==> src/rtl/ptx_pkg.sv <==
package ptx_pkg;

    localparam int CHUNK_W = 4;

    typedef enum logic [1:0] {
        SKIP_NONE = 2'd0,
        SKIP_ZERO = 2'd1,
        SKIP_LAST = 2'd2,
        SKIP_RSVD = 2'd3
    } skip_mode_e;

    typedef struct packed {
        logic [CHUNK_W-1:0] delay;
        logic               fire;
    } lane_plan_t;

    // Turn a chunk into its countdown and decide whether it is sent at all.
    function automatic lane_plan_t plan_chunk(input logic [CHUNK_W-1:0] val,
                                              input logic [CHUNK_W-1:0] prev,
                                              input skip_mode_e         m);
        lane_plan_t         p;
        logic               en;
        logic [CHUNK_W-1:0] sv;
        en      = (m == SKIP_ZERO) || (m == SKIP_LAST);
        sv      = (m == SKIP_ZERO) ? '0 : prev;
        p.fire  = !(en && (val == sv));
        p.delay = (en && (val > sv)) ? val - {{(CHUNK_W-1){1'b0}}, 1'b1} : val;
        return p;
    endfunction

endpackage

==> src/rtl/ptx_lane.sv <==
module ptx_lane
    import ptx_pkg::*;
(
    input  logic               clk,
    input  logic               rst,
    input  logic               load,
    input  skip_mode_e         mode,
    input  logic [CHUNK_W-1:0] chunk,
    output logic               wire_q,
    output logic               pend_q
);
    logic [CHUNK_W-1:0] cnt_q;
    logic [CHUNK_W-1:0] last_q;
    lane_plan_t         plan;

    always_comb plan = plan_chunk(chunk, last_q, mode);

    always_ff @(posedge clk) begin
        if (rst) begin
            wire_q <= 1'b0;
            pend_q <= 1'b0;
            cnt_q  <= '0;
            last_q <= '0;
        end else if (load) begin
            cnt_q  <= plan.delay;
            pend_q <= plan.fire;
            last_q <= chunk;
        end else if (pend_q) begin
            if (cnt_q == '0) begin
                wire_q <= ~wire_q;
                pend_q <= 1'b0;
            end else begin
                cnt_q <= cnt_q - {{(CHUNK_W-1){1'b0}}, 1'b1};
            end
        end
    end


    lane_flip_needs_pending_chk: assert property (@(posedge clk) disable iff (rst)
        (wire_q != $past(wire_q)) |-> $past(pend_q));


    lane_pending_ends_by_flip_chk: assert property (@(posedge clk) disable iff (rst)
        $fell(pend_q) |-> (wire_q != $past(wire_q)));

endmodule

==> src/rtl/ptx_window.sv <==
module ptx_window (
    input  logic clk,
    input  logic rst,
    input  logic start,
    input  logic any_pend,
    output logic accept,
    output logic ready,
    output logic done,
    output logic rs_q
);
    logic busy_q;

    assign ready  = !busy_q;
    assign accept = start && !busy_q;

    always_ff @(posedge clk) begin
        if (rst) begin
            busy_q <= 1'b0;
            rs_q   <= 1'b0;
            done   <= 1'b0;
        end else begin
            done <= 1'b0;
            if (accept) begin
                busy_q <= 1'b1;
                rs_q   <= ~rs_q;
            end else if (busy_q && !any_pend) begin
                busy_q <= 1'b0;
                rs_q   <= ~rs_q;
                done   <= 1'b1;
            end
        end
    end


    done_single_cycle_chk: assert property (@(posedge clk) disable iff (rst)
        done |=> !done);


    pending_blocks_ready_chk: assert property (@(posedge clk) disable iff (rst)
        any_pend |-> !ready);


    rs_flip_cause_chk: assert property (@(posedge clk) disable iff (rst)
        (rs_q != $past(rs_q)) |-> ($past(accept) || done));

endmodule

==> src/rtl/pulse_time_tx.sv <==
module pulse_time_tx
    import ptx_pkg::*;
#(
    parameter int DATA_W = 64,
    localparam int LANES = DATA_W / CHUNK_W
) (
    input  logic              clk,
    input  logic              rst,
    input  logic              start,
    input  logic [1:0]        mode,
    input  logic [DATA_W-1:0] data_in,
    output logic              ready,
    output logic              done,
    output logic              rs_wire,
    output logic [LANES-1:0]  data_wires
);
    logic             accept;
    logic [LANES-1:0] pend;
    skip_mode_e       mode_e;

    assign mode_e = skip_mode_e'(mode);

    ptx_window u_window (
        .clk      (clk),
        .rst      (rst),
        .start    (start),
        .any_pend (|pend),
        .accept   (accept),
        .ready    (ready),
        .done     (done),
        .rs_q     (rs_wire)
    );

    for (genvar w = 0; w < LANES; w++) begin : g_lane
        ptx_lane u_lane (
            .clk    (clk),
            .rst    (rst),
            .load   (accept),
            .mode   (mode_e),
            .chunk  (data_in[w*CHUNK_W +: CHUNK_W]),
            .wire_q (data_wires[w]),
            .pend_q (pend[w])
        );
    end


    idle_wires_quiet_chk: assert property (@(posedge clk) disable iff (rst)
        (ready && $past(ready)) |-> $stable(data_wires));


    open_no_data_flip_chk: assert property (@(posedge clk) disable iff (rst)
        $fell(ready) |-> $stable(data_wires));

endmodule

==> config.mk <==
export PLATFORM = sky130hd
export DESIGN_NAME = pulse_time_tx
export DESIGN_NICKNAME = d
export VERILOG_FILES = /design/src/rtl/ptx_pkg.sv /design/src/rtl/ptx_lane.sv /design/src/rtl/ptx_window.sv /design/src/rtl/pulse_time_tx.sv
export SDC_FILE = /design/constraint.sdc
export NUM_CORES = 1
export LEC_CHECK = 0
export CAP_MARGIN = 15
export CORE_AREA = 2 2 166 168
export DETAILED_ROUTE_END_ITERATION = 10
export DIE_AREA = 0 0 168 170
export PLACE_DENSITY = 0.58
export SLEW_MARGIN = 30
export SYNTH_ARGS = -nofsm -noshare
export SYNTH_HDL_FRONTEND = slang
export SYNTH_SLANG_ARGS = --single-unit
==> constraint.sdc <==
create_clock -name clk -period 3.3 [get_ports clk]
set_input_delay 0.825 -clock clk [delete_from_list [all_inputs] [get_ports clk]]
set_output_delay 0.825 -clock clk [all_outputs]
set_load 0.02 [all_outputs]
# Yosys cells after proc, flatten, opt, wreduce, memory -nomap -nowiden

Index checks and enable logic that the tools add are counted.
W data, S select, Z words.

Register bits: 163
Input bits: 69
Output and inout bits: 19
Word-level logic and storage cells: 420

Add/sub/neg operators: 32
$lt $le $gt $ge: 16
Eq/ne operators: 34
Mux-type cells: 133
Bitwise gates (word level): 18
Reduce and logical (&&, ||, !) cells: 120

Operators with widths:

| kind                  | number |
|---|---|
| $mux W4               | 80 |
| $sub A4 B1 Y4 const B | 32 |
| $eq A4 B4 Y1          | 16 |
| $gt A4 B4 Y1          | 16 |
| $logic_not A4 Y1      | 16 |
| $mux W1               | 53 |
| $reduce_and A3 Y1     | 16 |
| $logic_and A1 B1 Y1   | 34 |
| $reduce_bool A2 Y1    | 17 |
| $ne A2 B2 Y1 const B  | 16 |
| $reduce_and A2 Y1     | 16 |
| $logic_not A1 Y1      | 18 |
| $not A1 Y1            | 18 |
| $reduce_or A16 Y1     | 1 |
| $eq A2 B1 Y1 const B  | 1 |
| $eq A2 B2 Y1 const B  | 1 |
| $reduce_or A2 Y1      | 1 |
| $logic_or A1 B1 Y1    | 1 |

# Longest topological paths before layout

Gate-level depths: netlist of run 1.

Depth in word-level cells: 6
Gate-level depth with buffers: 11

# Cells and area by module

Synthesis of run 1 repeated with hierarchy kept, for this count alone.

Cells, all modules: 1282
Area total of the unflattened synthesis: 11168.2 µm²

By module, submodules not included:

| module                            | instances | cells each | area an instance (µm²) |
|---|---|---|---|
| ptx_lane at g_lane[0].u_lane ...  | 8         | 83         | 723.2 |
| ptx_lane at g_lane[15].u_lane ... | 8         | 75         | 654.4 |
| ptx_window                        | 1         | 13         | 116.4 |
| pulse_time_tx                     | 1         | 5          | 31.3 |

# Least setup slack after synthesis of run 1

Ideal clock, no wire load.

Kind: input -> register
Start: in mode[1]
End: reg g_lane[3].u_lane.cnt_q[1]
Arrival: 2.735 ns
Path slack: 0.495 ns
Stages: 11
Path through: inv_1 ha_1 clkbuf_1 clkbuf_1 nand2b_1 ha_1 nand3_1 o221ai_1 a21oi_1 a311o_1 a21oi_1

Longest elaborated chain between the ends: 6
Elaborated cells on any way between the ends: 8
Classes of those cells: order compare (1); eq/ne (2); mux (3); reduce/logical (2)

RTL lines:

| element               | RTL line                     | text |
|---|---|---|
| start, declared       | pulse_time_tx.sv:10          | `input logic [1:0] mode,` |
| $eq A2 B1 Y1          | ptx_pkg.sv:24, ptx_pkg.sv:25 |  |
| $mux W4               | ptx_pkg.sv:25                | `sv = (m == SKIP_ZERO) ? '0 : prev;` |
| $gt A4 B4 Y1          | ptx_pkg.sv:27                | `p.delay = (en && (val > sv)) ? val - {{(CHUNK_W-1){1'b0}}, 1'b1} : val;` |
| $logic_and A1 B1 Y1 * | ptx_pkg.sv:27                |  |
| $mux W4 *             | ptx_pkg.sv:27                |  |
| $mux W4 *             | ptx_lane.sv:24               | `end else if (load) begin` |
| end signal, assigned  | ptx_lane.sv:25               | `cnt_q <= plan.delay;` |
| end signal, assigned  | ptx_lane.sv:33               | `cnt_q <= cnt_q - {{(CHUNK_W-1){1'b0}}, 1'b1};` |
| end, declared         | ptx_lane.sv:12               | `logic [CHUNK_W-1:0] cnt_q;` |

Mark *: on every way between the ends. The rest lies on a longest branch, timed or not.
A chain may end at the register's enable or synchronous reset.

# Worst setup path in the final report of run 1

Same ends and word-level chain as after synthesis.

==> impl_metrics.py, run 1 <==
metrics = {
    "status": {
        "status": "completed",
    },
    "global_route": {
        "grt_pass1_vias": 8608,
        "grt_start_max_net_pins": 99,
        "grt_pass1_wl_mm": 42.0,
        "grtUsageTotal_pct": 17.9,
        "antenna_found_initial": 0,
        "grt_overflow": 0,
    },
    "pwr": {
        "p_sw_share_pct": 31.0,
        "finalPower_mw": 5.91,
        "leakagePower_nw": 4.74,
        "p_switching_mw": 1.83,
        "pwr-share-seq_pct": 39.3,
        "p_int_mw": 4.08,
        "pwr-share-comb_pct": 25.5,
        "p_clk_share_pct": 35.2,
        "p_per_area_nw_per_um2": 479,
        "ir_drop_mv": 0.265,
    },
    "clocking": {
        "clkSlewWorstSetupHoldPaths_ns": 0.07,
        "root_buffer": "clkbuf_16",
        "ctsHtreeMaxLevel": 4,
        "clock_latency_ns": 0.43,
        "post_cts_buffers": 0,
        "cts_tree": "built",
        "cts_hold_buffers": 0,
        "clock_sinks": 163,
        "cts_buffers": 17,
        "cts_resized": 0,
        "clockBufferDepth": 2,
    },
    "cells_and_area": {
        "nets": 1549,
        "area_growth_pct": 17.6,
        "drive_gt1_share_pct": 6.01,
        "fin_util_pct": 46.3,
    },
    "timing": {
        "drv_slew": 0,
        "grt_setup_unrepaired": "false",
        "post-route-period-util_pct": 87.4,
        "tightest_slew_ns": 0.727,
        "setup_tns_ns": 0,
        "max_freq_mhz": 347,
        "finalSetupViolations": 0,
        "period_needed_ns": 2.88,
        "maxSlewHeadroom_pct": 51.1,
        "hold_viol": 0,
        "whs_ns": 0.449,
        "clock_skew_ns": 0.00955,
    },
    "logic_synthesis": {
        "synth-main-ff-cell": "dfxtp_1",
        "synth_commonest_cells": "nand2_1, dfxtp_1, ha_1, a21oi_1, inv_1",
        "synth_most_common_cell": "nand2_1",
        "synth-edff-count": 0,
        "yosysSeqAreaShare_pct": 31.1,
        "ys_ff_latch": 163,
        "synth_top_cell_by_area": "dfxtp_1",
        "yosys_warnings": 0,
        "ys_async_sr_fraction_pct": 0,
        "yosysTopAreaCellShare_pct": 31.1,
        "synth_area_um2": 10500,
        "synthCells": 1319,
        "syn-num-nets": 1501,
        "synth_cell_types": 38,
        "syn_avg_cell_area_um2": 7.96,
        "ys_top_cells_by_area": "dfxtp_1, ha_1, nand2_1",
    },
    "worst_setup_path": {
        "rrSetupSlack_ns": 1.44,
        "rr_endpoint": "g_lane[3].u_lane.cnt_q[1]$_SDFFE_PP0P_",
        "worst_path_max_delay_cell": "clkdlybuf4s50_1",
        "worstPathMaxFanout": 36,
        "worstPathRequired_ns": 3.65,
        "r2r-start": "g_lane[3].u_lane.last_q[2]$_SDFFE_PP0P_",
        "r2r_cells": 7,
        "cp.arrival_ns": 3.24,
        "crit_path_frequent_cell": "a21oi_1",
        "slowest_delay_ns": 0.45,
        "critPathLaunchType": "input port",
        "path_cells": "clkdlybuf4s50_1 > inv_1 > ha_2 > buf_12 > nand2b_1 > ha_1 > nand3_1 > o221ai_1 > a21oi_1 > a311o_1 > a21oi_1",
        "critical_path_class": "input port to register",
        "cp-end-kind": "register",
    },
    "detailed_routing": {
        "ant_nets": 0,
        "wl_per_cell_um": 14.4,
        "drt_first_pass_iters": 4,
        "wirelength_mm": 24.8,
        "drtIter0Drc": 507,
        "via_count": 9137,
        "drcViolationCount": 0,
        "vias_per_cell": 5.31,
    },
    "die": {
        "rows": 60,
        "die_h_um": 170,
        "io_pins": 88,
        "coreArea_um2": 26700,
        "die_area_um2": 28600,
        "initial_core_util_pct": 39.4,
        "die_width_um": 168,
    },
    "placement": {
        "port_buffers": 87,
        "place_hpwl_mm": 17.4,
        "gp_congestion": 0.816,
    },
    "hold_path": {
        "hold_class": "register to register",
        "hold_depth": 2,
        "hold_path_end": "g_lane[11].u_lane.last_q[0]$_SDFFE_PP0P_",
        "hp-start": "g_lane[11].u_lane.last_q[0]$_SDFFE_PP0P_",
    },
    "run": {
        "timing.max_cap.violations": 0,
    },
}
[cells by family (layout without fill, tap and decap cells)]
kind of cell               count (synthesis)  in the layout  synth area share, %
DFF                                      163            163                 31.1
adders and majority gates                113            113                 13.5
and+or+nand+nor                          521            521                 25.1
buffers and inverters                    170            231                 6.83
other                                      0              1                    0
xor gates and xnor gates                  64             64                 5.34
AOI/OAI and AO/OA                        288            288                 18.2
[final cells by class]
cell class                      count  area (µm²)
Tap cell                          341         427
Multi-Input combinational cell    986        6540
Clock inverter                     12         155
Fill cell                        2648       14300
Sequential cell                   163        3260
Inverter                           86         323
Antenna cell                        1        2.50
Timing Repair Buffer              113        1180
Clock buffer                       20         457
[metrics by stage]
stage               worst slack, ns  std cells  area (µm²)
finish                        0.417       1722       12300
global route                  0.209       1721       12300
CTS                           0.471       1721       12300
detailed placement           0.0104       1689       11700
global placement             0.0528       1689       11700
floorplan                     0.495       1319       10500
[state kept, by name, indices dropped and copies added (netlist names)]
signal and cells:
u_window.rs_q 1, g_lane.u_lane.last_q 64, g_lane.u_lane.cnt_q 64, u_window.done 1, g_lane.u_lane.pend_q 16, u_window.busy_q 1
g_lane.u_lane.wire_q 16
[power by group through the flow]
stage	Combinational [mW]	Clock [mW]	Sequential, mW
CTS	1.52	2.13	2.32
floorplan	1.10	0	2.32
global placement	1.49	0	2.36
finish	1.51	2.08	2.32
detailed placement	1.51	0	2.37
global route	1.72	2.21	2.35
[cell usage in the layout, fill, tap and decap left out, drive strengths merged, types with 6 or more instances in the layout]
| master | count |
|---|---|
| a21oi | 110 |
| nand4 | 7 |
| nand2b | 55 |
| nor2b | 30 |
| o21bai | 14 |
| xor2 | 22 |
| a211oi | 84 |
| clkinv | 6 |
| a31oi | 35 |
| and4 | 7 |
| nor4 | 28 |
| o211ai | 6 |
| and3b | 6 |
| o31ai | 13 |
| nand2 | 178 |
| ha | 113 |
| clkbuf | 20 |
| buf | 27 |
| dfxtp | 163 |
| clkdlybuf4s50 | 86 |
| or3b | 16 |
| nor3 | 79 |
| nor2 | 56 |
| inv | 87 |
| nand3 | 39 |
| nor3b | 16 |
| xnor2 | 42 |
| a221o | 13 |
[how the worst max path moves through the flow]
stage | start | endpoint | slack (ns) | depth (start not counted)
6_report | mode[1] | g_lane[3].u_lane.cnt_q[1]$_SDFFE_PP0P_ | 0.42 | 11
5_1_grt | mode[1] | g_lane[3].u_lane.cnt_q[3]$_SDFFE_PP0P_ | 0.21 | 11
4_1_cts | mode[1] | g_lane[3].u_lane.cnt_q[1]$_SDFFE_PP0P_ | 0.47 | 11
3_5_place_dp | mode[1] | g_lane[12].u_lane.cnt_q[3]$_SDFFE_PP0P_ | 0.01 | 11
3_3_place_gp | mode[1] | g_lane[4].u_lane.cnt_q[1]$_SDFFE_PP0P_ | 0.05 | 11
2_1_floorplan | mode[1] | g_lane[3].u_lane.cnt_q[1]$_SDFFE_PP0P_ | 0.49 | 11
[critical path, delay by kind of cell]
| kind | cells | cell delay [ns] |
|---|---|---|
| AO/OA/AOI/OAI | 4 | 0.95 |
| buffers and inverters | 3 | 0.66 |
| adder cells (fa/ha/maj) | 2 | 0.53 |
| AND/OR/NAND/NOR | 2 | 0.26 |
[per-layer routing]
| layer | global-route usage [%] | part of all wire (%) |
|---|---|---|
| met5 | 0 | 0 |
| met4 | 4.57 | 1.3 |
| met3 | 2.67 | 2.6 |
| met2 | 30.3 | 47 |
| met1 | 23.9 | 49 |
No activity file was read; power rests on OpenSTA's default activity.
==> run 2, diff against run 1 <==
SLEW_MARGIN = not set   (was 30)
==> results of run 2 <==
The final DEF is identical to that of run 1; final timing and power are the same.
